==> src/rtl/acq_pkg.sv <==
package acq_pkg;

  typedef enum logic [1:0] {
    ST_STOPPED  = 2'd0,
    ST_PREPARED = 2'd1,
    ST_RUNNING  = 2'd2
  } run_state_e;

  // Flush steps in the order they are taken after completion.
  typedef enum logic [2:0] {
    FL_IDLE    = 3'd0,
    FL_NAK     = 3'd1,
    FL_MANUAL  = 3'd2,
    FL_CLEAR   = 3'd3,
    FL_AUTO    = 3'd4,
    FL_RELEASE = 3'd5
  } flush_step_e;

  typedef struct packed {
    logic nak;
    logic auto_in;
    logic word;
    logic clr;
  } fifo_ctl_t;

endpackage

==> src/rtl/acq_prep_gate.sv <==
module acq_prep_gate #(
  parameter int COARSE_W   = 3,
  parameter int MAX_COARSE = 6
) (
  input  logic                clk,
  input  logic                rst_n,
  input  logic                req_i,
  input  logic [COARSE_W-1:0] coarse_i,
  input  logic                wide_i,
  input  logic                done_i,
  input  logic                allow_i,
  input  logic                drop_i,
  output logic                ok_o,
  output logic                bad_o,
  output logic                wide_o,
  output logic                pend_o
);

  localparam logic [COARSE_W:0] LIMIT = (COARSE_W+1)'(MAX_COARSE);

  logic                pend_q, pend_d;
  logic [COARSE_W-1:0] coarse_q;
  logic                wide_q;
  logic                take;
  logic                park;
  logic                want;
  logic                fire;
  logic [COARSE_W-1:0] sel_coarse;
  logic                sel_wide;
  logic                in_range;

  // A fresh request is considered only when nothing is already pending.
  always_comb begin
    take       = req_i && allow_i && !drop_i && !pend_q;
    park       = take && !done_i;
    want       = pend_q || take;
    fire       = want && done_i;
    sel_coarse = pend_q ? coarse_q : coarse_i;
    sel_wide   = pend_q ? wide_q   : wide_i;
    in_range   = ({1'b0, sel_coarse} < LIMIT);
    pend_d     = pend_q ? !done_i : park;
  end

  always_ff @(posedge clk or negedge rst_n) begin
    if (!rst_n) begin
      pend_q <= 1'b0;
    end else begin
      pend_q <= pend_d;
    end
  end

  always_ff @(posedge clk or negedge rst_n) begin
    if (!rst_n) begin
      coarse_q <= '0;
      wide_q   <= 1'b0;
    end else if (park) begin
      coarse_q <= coarse_i;
      wide_q   <= wide_i;
    end
  end

  assign ok_o   = fire && in_range;
  assign bad_o  = fire && !in_range;
  assign wide_o = sel_wide;
  assign pend_o = pend_q;

endmodule

==> src/rtl/acq_flush_seq.sv <==
module acq_flush_seq
  import acq_pkg::*;
#(
  parameter int SETTLE = 3
) (
  input  logic      clk,
  input  logic      rst_n,
  input  logic      go_i,
  input  logic      cfg_load_i,
  input  logic      cfg_wide_i,
  output fifo_ctl_t ctl_o,
  output logic      busy_o,
  output logic      fin_o
);

  localparam int CNT_W = (SETTLE > 1) ? $clog2(SETTLE) : 1;
  localparam logic [CNT_W-1:0] CNT_LAST = CNT_W'(SETTLE - 1);

  flush_step_e     step_q, step_d;
  logic [CNT_W-1:0] cnt_q, cnt_d;
  logic            seq_en;
  logic            last;
  logic            auto_q, auto_d;
  logic            wide_q, wide_d;
  logic            mode_en;

  assign last   = (cnt_q == CNT_LAST);
  assign busy_o = (step_q != FL_IDLE);
  assign fin_o  = (step_q == FL_RELEASE) && last;
  assign seq_en = busy_o || go_i;

  // Step sequencing: each step holds for SETTLE cycles.
  always_comb begin
    step_d = step_q;
    cnt_d  = cnt_q;
    if (step_q == FL_IDLE) begin
      if (go_i) begin
        step_d = FL_NAK;
        cnt_d  = '0;
      end
    end else if (last) begin
      cnt_d = '0;
      unique case (step_q)
        FL_NAK:     step_d = FL_MANUAL;
        FL_MANUAL:  step_d = FL_CLEAR;
        FL_CLEAR:   step_d = FL_AUTO;
        FL_AUTO:    step_d = FL_RELEASE;
        FL_RELEASE: step_d = FL_IDLE;
        default:    step_d = FL_IDLE;
      endcase
    end else begin
      cnt_d = cnt_q + 1'b1;
    end
  end

  always_ff @(posedge clk or negedge rst_n) begin
    if (!rst_n) begin
      step_q <= FL_IDLE;
      cnt_q  <= '0;
    end else if (seq_en) begin
      step_q <= step_d;
      cnt_q  <= cnt_d;
    end
  end

  // Resting FIFO mode: set by a prepare, restored to auto/narrow by a flush.
  always_comb begin
    mode_en = cfg_load_i || fin_o;
    auto_d  = 1'b1;
    wide_d  = cfg_load_i ? cfg_wide_i : 1'b0;
  end

  always_ff @(posedge clk or negedge rst_n) begin
    if (!rst_n) begin
      auto_q <= 1'b0;
      wide_q <= 1'b0;
    end else if (mode_en) begin
      auto_q <= auto_d;
      wide_q <= wide_d;
    end
  end

  // Strobe decode from the registered step.
  always_comb begin
    ctl_o = '{nak: 1'b0, auto_in: auto_q, word: wide_q, clr: 1'b0};
    unique case (step_q)
      FL_NAK:     ctl_o = '{nak: 1'b1, auto_in: auto_q, word: wide_q, clr: 1'b0};
      FL_MANUAL:  ctl_o = '{nak: 1'b1, auto_in: 1'b0,   word: 1'b0,   clr: 1'b0};
      FL_CLEAR:   ctl_o = '{nak: 1'b1, auto_in: 1'b0,   word: 1'b0,   clr: 1'b1};
      FL_AUTO:    ctl_o = '{nak: 1'b1, auto_in: 1'b1,   word: 1'b0,   clr: 1'b0};
      FL_RELEASE: ctl_o = '{nak: 1'b0, auto_in: 1'b1,   word: 1'b0,   clr: 1'b0};
      default:    ctl_o = '{nak: 1'b0, auto_in: auto_q, word: wide_q, clr: 1'b0};
    endcase
  end

endmodule

==> src/rtl/acq_run_fsm.sv <==
module acq_run_fsm
  import acq_pkg::*;
#(
  parameter int TC_W = 16
) (
  input  logic            clk,
  input  logic            rst_n,
  input  logic            start_i,
  input  logic            done_i,
  input  logic            pend_i,
  input  logic            prep_ok_i,
  input  logic            prep_bad_i,
  input  logic            flush_busy_i,
  input  logic            flush_fin_i,
  output run_state_e      state_o,
  output logic            start_ok_o,
  output logic            flush_go_o,
  output logic            trig_o,
  output logic            tc_load_o,
  output logic [TC_W-1:0] tcount_o,
  output logic            start_err_o,
  output logic            prep_ack_o,
  output logic            prep_rej_o
);

  localparam logic [TC_W-1:0] ONE_TXN = TC_W'(1);

  run_state_e      state_q, state_d;
  logic            start_ok;
  logic            state_en;
  logic            trig_q, err_q, ack_q, rej_q;
  logic [TC_W-1:0] tc_q, tc_d;

  always_comb begin
    start_ok   = start_i && (state_q == ST_PREPARED) && !pend_i;
    flush_go_o = (state_q == ST_RUNNING) && done_i && !flush_busy_i;
  end

  // Next state; start and flush end are exclusive by state.
  always_comb begin
    state_d = state_q;
    if (start_ok) begin
      state_d = ST_RUNNING;
    end else if (flush_fin_i) begin
      state_d = ST_STOPPED;
    end else if (prep_ok_i) begin
      state_d = ST_PREPARED;
    end
    state_en = start_ok || flush_fin_i || prep_ok_i;
    tc_d     = start_ok ? ONE_TXN : '0;
  end

  always_ff @(posedge clk or negedge rst_n) begin
    if (!rst_n) begin
      state_q <= ST_STOPPED;
    end else if (state_en) begin
      state_q <= state_d;
    end
  end

  always_ff @(posedge clk or negedge rst_n) begin
    if (!rst_n) begin
      trig_q <= 1'b0;
      tc_q   <= '0;
      err_q  <= 1'b0;
      ack_q  <= 1'b0;
      rej_q  <= 1'b0;
    end else begin
      trig_q <= start_ok;
      tc_q   <= tc_d;
      err_q  <= start_i && !start_ok;
      ack_q  <= prep_ok_i;
      rej_q  <= prep_bad_i;
    end
  end

  assign state_o     = state_q;
  assign start_ok_o  = start_ok;
  assign trig_o      = trig_q;
  assign tc_load_o   = trig_q;
  assign tcount_o    = tc_q;
  assign start_err_o = err_q;
  assign prep_ack_o  = ack_q;
  assign prep_rej_o  = rej_q;

endmodule

==> src/rtl/acq_runctl.sv <==
module acq_runctl
  import acq_pkg::*;
#(
  parameter int COARSE_W   = 3,
  parameter int MAX_COARSE = 6,
  parameter int TC_W       = 16,
  parameter int SETTLE     = 3
) (
  input  logic                clk,
  input  logic                rst_n,
  input  logic                prep_req_i,
  input  logic [COARSE_W-1:0] prep_coarse_i,
  input  logic                prep_wide_i,
  input  logic                start_req_i,
  input  logic                eng_done_i,
  output logic                eng_trig_o,
  output logic                eng_tc_load_o,
  output logic [TC_W-1:0]     eng_tcount_o,
  output logic                fifo_nak_o,
  output logic                fifo_auto_o,
  output logic                fifo_wide_o,
  output logic                fifo_rst_o,
  output logic [1:0]          status_o,
  output logic                prep_ack_o,
  output logic                prep_rej_o,
  output logic                start_err_o
);

  run_state_e state;
  fifo_ctl_t  ctl;
  logic       prep_ok, prep_bad, prep_wide, prep_pend;
  logic       start_ok, flush_go, flush_busy, flush_fin;
  logic       allow_prep;

  assign allow_prep = (state != ST_RUNNING);

  acq_prep_gate #(
    .COARSE_W  (COARSE_W),
    .MAX_COARSE(MAX_COARSE)
  ) gate_i (
    .clk     (clk),
    .rst_n   (rst_n),
    .req_i   (prep_req_i),
    .coarse_i(prep_coarse_i),
    .wide_i  (prep_wide_i),
    .done_i  (eng_done_i),
    .allow_i (allow_prep),
    .drop_i  (start_ok),
    .ok_o    (prep_ok),
    .bad_o   (prep_bad),
    .wide_o  (prep_wide),
    .pend_o  (prep_pend)
  );

  acq_run_fsm #(
    .TC_W(TC_W)
  ) fsm_i (
    .clk         (clk),
    .rst_n       (rst_n),
    .start_i     (start_req_i),
    .done_i      (eng_done_i),
    .pend_i      (prep_pend),
    .prep_ok_i   (prep_ok),
    .prep_bad_i  (prep_bad),
    .flush_busy_i(flush_busy),
    .flush_fin_i (flush_fin),
    .state_o     (state),
    .start_ok_o  (start_ok),
    .flush_go_o  (flush_go),
    .trig_o      (eng_trig_o),
    .tc_load_o   (eng_tc_load_o),
    .tcount_o    (eng_tcount_o),
    .start_err_o (start_err_o),
    .prep_ack_o  (prep_ack_o),
    .prep_rej_o  (prep_rej_o)
  );

  acq_flush_seq #(
    .SETTLE(SETTLE)
  ) flush_i (
    .clk       (clk),
    .rst_n     (rst_n),
    .go_i      (flush_go),
    .cfg_load_i(prep_ok),
    .cfg_wide_i(prep_wide),
    .ctl_o     (ctl),
    .busy_o    (flush_busy),
    .fin_o     (flush_fin)
  );

  assign fifo_nak_o  = ctl.nak;
  assign fifo_auto_o = ctl.auto_in;
  assign fifo_wide_o = ctl.word;
  assign fifo_rst_o  = ctl.clr;
  assign status_o    = state;

endmodule

==> config.mk <==
export PLATFORM = sky130hd
export DESIGN_NAME = acq_runctl
export DESIGN_NICKNAME = d
export VERILOG_FILES = /design/src/rtl/acq_pkg.sv /design/src/rtl/acq_prep_gate.sv /design/src/rtl/acq_flush_seq.sv /design/src/rtl/acq_run_fsm.sv /design/src/rtl/acq_runctl.sv
export SDC_FILE = /design/constraint.sdc
export NUM_CORES = 1
export LEC_CHECK = 0
export ABC_AREA = 1
export BUFFER_PORTS_ARGS = -buffer_cell sky130_fd_sc_hd__buf_2
export CAP_MARGIN = 25
export CELL_PAD_IN_SITES_DETAIL_PLACEMENT = 1
export CELL_PAD_IN_SITES_GLOBAL_PLACEMENT = 2
export CORE_ASPECT_RATIO = 0.8
export CORE_MARGIN = 4
export CORE_UTILIZATION = 24
export DETAILED_ROUTE_END_ITERATION = 7
export HOLD_SLACK_MARGIN = 0.06
export PLACE_DENSITY = 0.79
export SYNTH_ARGS = -nofsm -noshare
export SYNTH_HDL_FRONTEND = slang
export SYNTH_HIERARCHICAL = 1
export SYNTH_SLANG_ARGS = --single-unit
==> constraint.sdc <==
create_clock -name clk -period 1.2 [get_ports clk]
set_input_delay 0.12 -clock clk [delete_from_list [all_inputs] [get_ports clk]]
set_output_delay 0.12 -clock clk [all_outputs]
set_load 0.1 [all_outputs]
# Word-level counts from Yosys, hierarchy flattened
# Index checks and enable logic that the tools add are counted.
# op_classes
addsub	1
n_lt_le_gt_ge	1
eq_ne	10
mux	16
n_reduce_logical	30
# op_table
operator	count
case mux 4 bit (5 select lines)	1
logical AND 1 bit	13
2-to-1 mux 2 bit	6
2-to-1 mux 3 bit	4
case mux 3 bit (4 select lines)	1
equality test 3 x 2 -> 1 bit, second input constant	2
equality test 3 bit, second input constant	2
nonzero test 3 bit	2
zero test 1 bit	5
logical OR 1 bit	5
equality test 2 bit, second input constant	2
2-to-1 mux 1 bit	4
AND reduction 2 bit	2
equality test 3 x 1 -> 1 bit, second input constant	1
zero test 3 bit	1
< comparator 3 bit, second input constant	1
AND reduction 3 bit	1
adder 2 x 1 -> 2 bit, second input constant	1
equality test 2 x 1 -> 1 bit, second input constant	1
inequality test 2 x 1 -> 1 bit, second input constant	1
inequality test 2 bit, second input constant	1
nonzero test 2 bit	1
# word_totals
reg_bits	34
input_bits	9
word_cells	71

# Longest topological paths before layout
# Gate-level depths: netlist of run 1.
# logic_depth
ltp_word	12
ltp_mapped	11
mapped_depth_nobuf	11

# Modules after synthesis
# The synthesis of run 1 kept the hierarchy.
# by_module_without_submodules
module	instances	cells_per_inst	area_each_um2	seq_area_each_um2
acq_flush_seq	1	54	416.6	175.2
acq_run_fsm	1	41	351.6	150.1
acq_prep_gate	1	32	224.0	100.1
acq_runctl	1	2	7.5	0.0

# Worst setup path after synthesis of run 1
# Ideal clock, no wire load.
# synth_timing
path_type	register to output
from	reg with a tool-made name
to	out fifo_wide_o
arrival_ns	2.790
path_slack_ns	-1.710
stages_incl_launch_ff	4
n_path_buf	0
path_cell_list	dfrtp_1 inv_2 nand2_1 a21boi_0
# synth_lines
item	line_no	rtl
to (decl)	acq_runctl.sv:21	output logic fifo_wide_o,

# Worst setup path in the final report of run 1
# layout_timing
from	reg flush_i.step_q[1]
to	out fifo_wide_o
# layout_via
elab_chain_cells	2
# layout_rtl
item	line_no	rtl
from (decl)	acq_flush_seq.sv:19	flush_step_e step_q, step_d;
from (signal assigned)	acq_flush_seq.sv:61	step_q <= step_d;
equality test 3 bit (tied with other cells)	acq_flush_seq.sv:86	unique case (step_q)
case mux 4 bit (5 select lines) *	acq_flush_seq.sv:86	
# Every way passes the cells marked *; elsewhere a longest branch is shown, timed or not.

==> results of run 1 <==
-- cell type report --
class | count | area (um2)
Multi-Input combinational cell | 90 | 612
Sequential cell | 17 | 437
Inverter | 19 | 86.3
Clock buffer | 3 | 41.3
Fill cell | 474 | 2070
Tap cell | 55 | 68.8
Clock inverter | 1 | 5.00
Timing Repair Buffer | 58 | 586
-- flip-flops by register name (all words and copies together) (netlist names), 2 cells and up, named ones only --
| register | flops |
|---|---|
| flush_i/cnt_q | 2 |
| flush_i/step_q | 2 |
| fsm_i/state_o | 2 |
| gate_i/coarse_q | 2 |
-- synthesized netlist by cell type, types with 2 or more instances --
| cell | n |
|---|---|
| nor2_2 | 4 |
| a21oi_1 | 4 |
| inv_2 | 4 |
| buf_4 | 17 |
| nand2_4 | 2 |
| nand2_2 | 2 |
| o21ai_1 | 2 |
| inv_1 | 15 |
| dfrtp_1 | 17 |
| o21ai_0 | 2 |
| nor2_1 | 6 |
| nand3_1 | 14 |
| nand2_1 | 32 |
-- path summary, 6_finish.rpt --
path | slack (ns) | from | endpoint | cells past startpoint
min reg2reg | 0.48 | gate_i/coarse_q[1] | gate_i/coarse_q[1] | 2
min | 0.11 | prep_coarse_i[2] | gate_i/coarse_q[2] | 3
min in group asynchronous | 0.33 | rst_n | fsm_i/state_o[0] | 2
max reg2reg | -0.24 | fsm_i/state_o[1] | fsm_i/state_o[1] | 11
max in group asynchronous | 0.54 | rst_n | fsm_i/state_o[1] | 2
max | -0.24 | flush_i/step_q[1] | fifo_wide_o | 5
-- layout by cell type (no fill, tap or decap), types with 2 or more instances in the layout --
cell,count
nor2_1,3
o21ai_2,4
nor2_4,5
dfrtp_4,2
inv_2,6
inv_1,10
dfrtp_1,12
nand3_2,4
buf_4,22
nand2_4,7
nand2_2,5
nand3_1,10
conb_1,15
nor2_2,3
buf_6,16
buf_2,10
a21oi_1,2
buf_12,9
clkbuf_8,3
dfrtp_2,3
a21oi_4,2
nand2_1,23
-- what timing repair did --
| action | CTS | global route |
|---|---|---|
| hold buffers | 1 | 0 |
| setup buffers | 16 | 5 |
| pin swaps | 11 | 15 |
| endpoints found under the hold margin | 17 | 0 |
| endpoints found under the setup margin | 18 | 21 |
| gates resized for setup | 24 | 28 |
-- critical path, stage by stage (launching register included) --
cell and delay (ns):
dfrtp_2 0.46, buf_6 0.14, inv_8 0.07, nand2_8 0.05
a21boi_4 0.15, buf_12 0.19
-- routing by layer --
| metal | part of all wire [%] | GRT usage, % | vias to the layer above |
|---|---|---|---|
| met3 | 5.1 | 3.29 | 8 |
| met2 | 56 | 22.4 | 28 |
| met1 | 37 | 13.6 | 486 |
| met4 | 2.1 | 5.49 | 0 |
| met5 | 0 | 0 | - |
| li1 | - | - | 487 |
-- metrics by stage --
step | worst slack, ns | utilization, % | hold WS [ns]
2_1_floorplan | -0.382 | - | -0.176
3_5_place_dp | -0.201 | 37.0 | 0.0836
3_3_place_gp | -0.146 | 37.0 | 0.0620
6_report | -0.243 | 47.0 | 0.108
5_1_grt | -0.339 | 47.0 | 0.122
4_1_cts | -0.245 | 43.6 | 0.0916
-- logic make-up after synthesis --
kind of cell	after synthesis	synth area share, %
AND/OR/NAND/NOR	65	31.5
buffers and inverters	36	19.9
flip-flops	17	42.6
AO/OA/AOI/OAI	10	5.63
other	1	0.375
==> summary.md, run 1 <==
| Metric | Value |
|---|---|
| Yosys top cell area share | 42.6% |
| Starting DRT DRC Count | 21 |
| Share of flip-flops with an asynchronous set or reset | 100% |
| First-pass GRT wire length | 4920 um |
| CTS buffer count | 3 |
| Crit Path Class | flip-flop to output pin |
| Maximum buffer depth of the clock tree | 2 |
| Ant diodes | 0 |
| Largest net degree at the start of global routing | 18 |
| WP data arrival | 1.32 ns |
| Violated checks | setup timing |
| Final Setup Violations | 20 |
| Worst-Skew Late Latency | 0.26 ns |
| Count of flip-flops with a built-in enable after synthesis | 0 |
| Fmax | 0.693 GHz |
| Seq/Total Area, Yosys | 42.6% |
| Avg Synthesized Cell Area | 7.75 um2 |
| Site Rows | 20 |
| Setup TNS | -3.69 ns |
| First-pass DRT Iterations | 4 |
| Clock sink total | 17 |
| Syn-to-layout area delta | 83.6% |
| Final period utilization | 120% |
| Gp weighted congestion | 0.819 |
| Synth Instances | 129 |
| Most used DFF post-synth | dfrtp_1 |
| Cell total after placement | 219 |
| Die Wd | 80.2 um |
| WL final | 3310 um |
| CP endpoint kind | output pin |
| Top cells by area, synth | dfrtp_1 (43%), buf_4 (13%), nand2_1 (12%) |
| Setup ws final | -0.243 ns |
| Min Tclk post-route | 1.44 ns |
| RSZ-0062 raised after global routing | yes |
| DP HPWL | 2210 um |
| Vias per std cell | 4.15 |
| Post-Layout Cell Count | 243 |
| Post-layout net count | 198 |
| DRC Markers | 0 |
| HP Class | input pin to flip-flop |
| CTS tree | yes |
| DIE HEIGHT | 65.7 um |
| Area after DPL | 0.00144 mm2 |
| Required time of the critical path | 1.08 ns |
| GRT Total Usage | 12.4% |
| Routed Antenna Nets | 0 |
| Synth unique cells | 21 |
| Kind of start point of the critical path | flip-flop |
| Share of cells above drive strength 1 | 59.0% |
| Leading area contributor after synthesis | dfrtp_1 |
| H-tree Lvls | 1 |
| CTS Root Buffer Type | clkbuf_8 |
| Final hold violation count | 0 |
| Max-slew violation count | 0 |
| Clock Skew | 0.00131 ns |
| Max-Cap Viols | 0 |
| Final instance area | 0.00184 mm2 |
| Yosys warnings | 6 |
| DR WL/cell | 13.6 um |
| Top-level I/O count | 36 |
| Grt total ovfl | 0 |
| Initial core utilization | 25.6% |
| DR vias | 1009 |
| Placeable Area | 0.00390 mm2 |
| Status | finished with violations |
| Crit path max fanout | 4 |
| Number of global-route vias before repair | 1051 |
| Die area | 0.00527 mm2 |
| FF+latch count, synth | 17 |
| Initial antenna violation count | 0 |
| IO buf count | 19 |
| Clock-pin slew of the registers on the worst-case setup and hold paths | 0.07 ns |
| Synthesized cell area | 1000 um2 |
Power of run 1 is not shown: default switching activity piles up to over one toggle a cycle in this logic, so the estimate is an artifact.
==> inputs of run 2 (changes only) <==
==> constraint.sdc (replaced) <==
create_clock -name clk -period 1.2 [get_ports clk]
set_input_delay 0.18 -clock clk [delete_from_list [all_inputs] [get_ports clk]]
set_output_delay 0.18 -clock clk [all_outputs]
set_load 0.1 [all_outputs]
==> summary.md, run 2 (synthesized netlist as in run 1, its figures left out) <==
| Metric | Value |
|---|---|
| Status | finished with violations (unchanged) |
| Violated checks | setup timing (unchanged) |
| Max-slew violation count | 0 (unchanged) |
| Fmax | 0.663 GHz (was 0.693 GHz) |
| Post-layout net count | 197 (was 198) |
| Grt total ovfl | 0 (unchanged) |
| HP Class | input pin to flip-flop (unchanged) |
| Commonest non-fill, non-tap cell in the layout | buf_4 (was nand2_1) |
| CP max stage cell | dfrtp_2 (unchanged) |
| CTS buffer count | 3 (unchanged) |
| RSZ-0062 raised after global routing | yes (unchanged) |
| IO buf count | 19 (unchanged) |
| H-tree Lvls | 1 (unchanged) |
| CTS Root Buffer Type | clkbuf_8 (unchanged) |
| Sequential Area | 439 um2 (was 437 um2) |
| Crit Path Class | flip-flop to output pin (unchanged) |
| Die Wd | 80.2 um (unchanged) |
| Placement Setup Slack | -0.151 ns (was -0.201 ns) |
| Clock-pin slew of the registers on the worst-case setup and hold paths | 0.08 ns (was 0.07 ns) |
| Required time of the critical path | 1.02 ns (was 1.08 ns) |
| DR vias | 1022 (was 1009) |
| Area after DPL | 0.00151 mm2 (was 0.00144 mm2) |
| Critical path, cell by cell | buf_6 -> inv_8 -> buf_6 -> nor3_4 -> buf_12 (was buf_6 -> inv_8 -> nand2_8 -> a21boi_4 -> buf_12) |
| Initial antenna violation count | 0 (unchanged) |
| Fill count | 459 (was 474) |
| Worst Hold End | gate_i/pend_o (was gate_i/coarse_q[2]) |
| CP endpoint kind | output pin (unchanged) |
| Commonest non-fill, non-tap cells in the layout | buf_4 (25), nand2_1 (19), conb_1 (15) (was nand2_1 (23), buf_4 (22), buf_6 (16)) |
| Share of cells above drive strength 1 | 60.4% (was 59.0%) |
| Gp weighted congestion | 0.809 (was 0.819) |
| Number of global-route vias before repair | 1138 (was 1051) |
| WP data arrival | 1.33 ns (was 1.32 ns) |
| First-pass GRT wire length | 5410 um (was 4920 um) |
| Footprint of the multi-input gates | 632 um2 (was 612 um2) |
| Crit path depth | 5 (unchanged) |
| Initial core utilization | 25.6% (unchanged) |
| Worst hold slack | 0.174 ns (was 0.108 ns) |
| Min-Delay Startpoint | eng_done_i (was prep_coarse_i[2]) |
| Site Rows | 20 (unchanged) |
| Kind of start point of the critical path | flip-flop (unchanged) |
| Final Setup Violations | 21 (was 20) |
| Syn-to-layout area delta | 87.7% (was 83.6%) |
| Maximum buffer depth of the clock tree | 2 (unchanged) |
| Worst-Skew Late Latency | 0.26 ns (about the same) |
| Largest stage delay on the critical path | 0.40 ns (was 0.46 ns) |
| CP most frequent cell | buf_6 |
| Number of buffers and inverters on the critical path | 4 (was 3) |
| Final hold violation count | 0 (unchanged) |
| First-pass DRT Iterations | 4 (unchanged) |
| R2R setup slack | -0.26 ns (was -0.24 ns) |
| Ant diodes | 0 (unchanged) |
| WL final | 3220 um (was 3310 um) |
| DRC Markers | 0 (unchanged) |
| Min Tclk post-route | 1.51 ns (was 1.44 ns) |
| Final instance area | 0.00188 mm2 (was 0.00184 mm2) |
| Top-level I/O count | 36 (unchanged) |
| GRT Total Usage | 12.9% (was 12.4%) |
| Worst hold path depth | 2 (was 3) |
| Crit path max fanout | 3 (was 4) |
| DR WL/cell | 13.3 um (was 13.6 um) |
| Starting DRT DRC Count | 24 (was 21) |
| Setup ws final | -0.307 ns (was -0.243 ns) |
| CTS tree | yes (unchanged) |
| Family with the most delay on the worst path | buffers and inverters (was flip-flops) |
| Clock sink total | 17 (unchanged) |
| Clock Skew | 0.00694 ns (was 0.00131 ns) |
| Vias per std cell | 4.22 (was 4.15) |
| Max-Cap Viols | 0 (unchanged) |
| Placeable Area | 0.00390 mm2 (unchanged) |
| DIE HEIGHT | 65.7 um (unchanged) |
| Final period utilization | 126% (was 120%) |
| Largest net degree at the start of global routing | 18 (unchanged) |
| Die area | 0.00527 mm2 (unchanged) |
| Reg2Reg Depth | 9 (was 11) |
| Setup TNS | -3.18 ns (was -3.69 ns) |
| Routed Antenna Nets | 0 (unchanged) |
| DP HPWL | 2070 um (was 2210 um) |
[run 2: changes by cell type in the layout (fill, tap and decap cells not counted), moves of 2 or more]
| cell | delta |
|---|---|
| inv_2 | +2 |
| buf_12 | +3 |
| buf_6 | -5 |
| nand2_1 | -4 |
| buf_4 | +3 |
| nand2_4 | +4 |
| buf_2 | -3 |
[run 2: metrics by stage]
step | cells | utilization [%]
4_1_cts | 237 | 44.5
5_1_grt | 242 | 48.1
2_1_floorplan | 143 | -
6_report | 242 | 48.1
3_3_place_gp | 222 | 38.8
3_5_place_dp | 222 | 38.8
[run 2: worst reg2reg max path: cells and delay by family, from the launching register on]
| kind | cells | cell delay, ns |
|---|---|---|
| buf+inv | 3 | 0.33 |
| flops | 1 | 0.46 |
| simple gates | 6 | 0.57 |
[run 2: worst max path at each step]
stage	from	end
after floorplan	flush_i/step_q[0]	flip-flop
after global placement	fsm_i/state_o[0]	flush_i/wide_q
after detailed placement	fsm_i/state_o[1]	fsm_i/state_o[0]
after CTS	flip-flop	fifo_auto_o
after global routing	flip-flop	flip-flop
final	flush_i/step_q[1]	fifo_rst_o
[run 2: routing by layer]
| layer | global-route usage, % | vias up | routed length, um |
|---|---|---|---|
| met2 | 23.0 | 18 | 1700 |
| met4 | 2.95 | 0 | 0 |
| met3 | 1.64 | 0 | 84 |
| li1 | - | 484 | - |
| met5 | 0 | - | 0 |
| met1 | 16.6 | 520 | 1440 |
[run 2: area by class of cell]
type                       instances  area share (%)
multi-input combinational         90            33.7
timing repair buffer              57            32.6
sequential                        17            23.4
inverter                          19            4.20
tap                               55            3.67
clock buffer                       3            2.20
clock inverter                     1           0.267
[run 2: timing repair]
item | in CTS | in global routing
hold endpoints to repair | 17 | 0
setup endpoints to repair | 19 | 21
hold buffers | 1 | 0
resized for setup | 24 | 31
setup buffers | 11 | 9
pin swaps | 14 | 26
Power of run 2 is left out for the same reason.
==> inputs of run 3 (changes only) <==
--- a/config.mk
+++ b/config.mk
@@ -7,7 +7,7 @@
 export LEC_CHECK = 0
 export ABC_AREA = 1
 export BUFFER_PORTS_ARGS = -buffer_cell sky130_fd_sc_hd__buf_2
-export CAP_MARGIN = 25
+export CAP_MARGIN = 5
 export CELL_PAD_IN_SITES_DETAIL_PLACEMENT = 1
 export CELL_PAD_IN_SITES_GLOBAL_PLACEMENT = 2
 export CORE_ASPECT_RATIO = 0.8
@@ -16,6 +16,7 @@
 export DETAILED_ROUTE_END_ITERATION = 7
 export HOLD_SLACK_MARGIN = 0.06
 export PLACE_DENSITY = 0.79
+export REMOVE_ABC_BUFFERS = 1
 export SYNTH_ARGS = -nofsm -noshare
 export SYNTH_HDL_FRONTEND = slang
 export SYNTH_HIERARCHICAL = 1
==> summary.md, run 3 (synthesized netlist as in run 1, its figures left out) <==
| Metric | Value |
|---|---|
| Critical path, cell by cell | inv_2 -> nor3_2 -> buf_12 (was buf_6 -> inv_8 -> buf_6 -> nor3_4 -> buf_12) |
| HP Class | input pin to flip-flop (unchanged) |
| Initial core utilization | 25.6% (unchanged) |
| Fmax | 0.685 GHz (was 0.663 GHz) |
| WL final | 3070 um (was 3220 um) |
| Maximum buffer depth of the clock tree | 2 (unchanged) |
| Reg2Reg Depth | 9 (unchanged) |
| DRC Markers | 0 (unchanged) |
| Largest net degree at the start of global routing | 18 (unchanged) |
| DP HPWL | 2100 um (was 2070 um) |
| Required time of the critical path | 1.02 ns (about the same) |
| Gp weighted congestion | 0.785 (was 0.809) |
| DR vias | 969 (was 1022) |
| Clock Skew | 0.00259 ns (was 0.00694 ns) |
| Worst-Skew Late Latency | 0.26 ns (about the same) |
| Area after DPL | 0.00143 mm2 (was 0.00151 mm2) |
| DR WL/cell | 12.8 um (was 13.3 um) |
| Final Setup Violations | 18 (was 21) |
| Share of cells above drive strength 1 | 59.8% (was 60.4%) |
| First-pass DRT Iterations | 4 (unchanged) |
| CTS Root Buffer Type | clkbuf_8 (unchanged) |
| CP endpoint kind | output pin (unchanged) |
| Final hold violation count | 0 (unchanged) |
| DIE HEIGHT | 65.7 um (unchanged) |
| Starting DRT DRC Count | 15 (was 24) |
| Final period utilization | 122% (was 126%) |
| PwrDens | 3180 mW/mm2 |
| Setup TNS | -2.25 ns (was -3.18 ns) |
| Routed Antenna Nets | 0 (unchanged) |
| Final instance area | 0.00180 mm2 (was 0.00188 mm2) |
| H-tree Lvls | 1 (unchanged) |
| Kind of start point of the critical path | flip-flop (unchanged) |
| Placeable Area | 0.00390 mm2 (unchanged) |
| Ant diodes | 0 (unchanged) |
| Max-Cap Viols | 0 (unchanged) |
| GRT Total Usage | 11.6% (was 12.9%) |
| Crit path max fanout | 4 (was 3) |
| Status | finished with violations (unchanged) |
| Number of global-route vias before repair | 1033 (was 1138) |
| Min Tclk post-route | 1.46 ns (was 1.51 ns) |
| Die area | 0.00527 mm2 (unchanged) |
| Largest stage delay on the critical path | 0.44 ns (was 0.40 ns) |
| Site Rows | 20 (unchanged) |
| RSZ-0062 raised after global routing | yes (unchanged) |
| Die Wd | 80.2 um (unchanged) |
| Max-slew violation count | 0 (unchanged) |
| IO buf count | 19 (unchanged) |
| CTS tree | yes (unchanged) |
| CP max stage cell | dfrtp_2 (unchanged) |
| Clock-pin slew of the registers on the worst-case setup and hold paths | 0.07 ns (was 0.08 ns) |
| Clock sink total | 17 (unchanged) |
| Commonest non-fill, non-tap cell in the layout | buf_4 (unchanged) |
| Crit Path Class | flip-flop to output pin (unchanged) |
| Violated checks | setup timing (unchanged) |
| Vias per std cell | 4.05 (was 4.22) |
| Top-level I/O count | 36 (unchanged) |
| Syn-to-layout area delta | 79.6% (was 87.7%) |
| Worst hold path depth | 2 (unchanged) |
| Commonest non-fill, non-tap cells in the layout | buf_4 (23), nand2_1 (16), conb_1 (15) (was buf_4 (25), nand2_1 (19), conb_1 (15)) |
| Setup ws final | -0.260 ns (was -0.307 ns) |
| Post-layout net count | 194 (was 197) |
| First-pass GRT wire length | 4640 um (was 5410 um) |
| Maximum vdd drop | 0.000983 V |
| Fill count | 475 (was 459) |
| Initial antenna violation count | 0 (unchanged) |
| WP data arrival | 1.28 ns (was 1.33 ns) |
| CTS buffer count | 3 (unchanged) |
| Lkg Pwr | 0.896 nW |
| Worst hold slack | 0.156 ns (was 0.174 ns) |
| Grt total ovfl | 0 (unchanged) |
## run 3: final timing paths
check / slack [ns] / endpoint / from
max: -0.26 / fifo_rst_o / flush_i/step_q[1]
min: 0.16 / gate_i/pend_o / eng_done_i
max reg2reg: -0.21 / flip-flop / flush_i/step_q[1]
min reg2reg: 0.48 / gate_i/coarse_q[2] / gate_i/coarse_q[2]
max in group asynchronous: 0.50 / async pin / rst_n
min in group asynchronous: 0.39 / flush_i/cnt_q[1] / rst_n
## run 3: per-layer routing
layer	part of all wire (%)	GRT usage [%]
met4	1.3	3.16
met2	54	21.2
met5	0	0
met3	4.1	3.42
met1	40	12.9
## run 3: final cells by class
class | instances | area (um2) | area share, %
clock buffers | 4 | 45.0 | 2.51
inverters | 19 | 76.3 | 4.25
multi-input cells | 90 | 594 | 33.1
flip-flops and latches | 17 | 429 | 23.9
well taps | 55 | 68.8 | 3.83
repair buffers | 54 | 582 | 32.4
## run 3: stage by stage
stage	cells	utilization, %	power [mW]	setup slack, ns
after floorplan	126	-	2.92	-1.77
after global placement	221	36.5	4.35	-0.150
after detailed placement	221	36.5	4.45	-0.276
after CTS	236	42.3	5.36	-0.280
after global routing	239	46.0	6.01	-0.313
final	239	46.0	5.71	-0.260
## run 3: where the power goes
part	internal (mW)	switching, mW
clock	0.236	0.213
combinational	1.65	2.60
sequential	0.796	0.216
## run 3: critical path, delay by kind of cell (launching register included)
family                 cells  cell delay (ns)
buffers and inverters      2             0.30
AND/OR/NAND/NOR            1             0.29
flip-flops                 1             0.44
## run 3: timing repair
action	in CTS	in global routing
setup buffers	12	8
hold endpoints to repair	17	0
gates resized for setup	31	35
pin swaps	9	22
hold buffers	1	0
endpoints found under the setup margin	18	19
No activity file was read; power rests on OpenSTA's default activity.
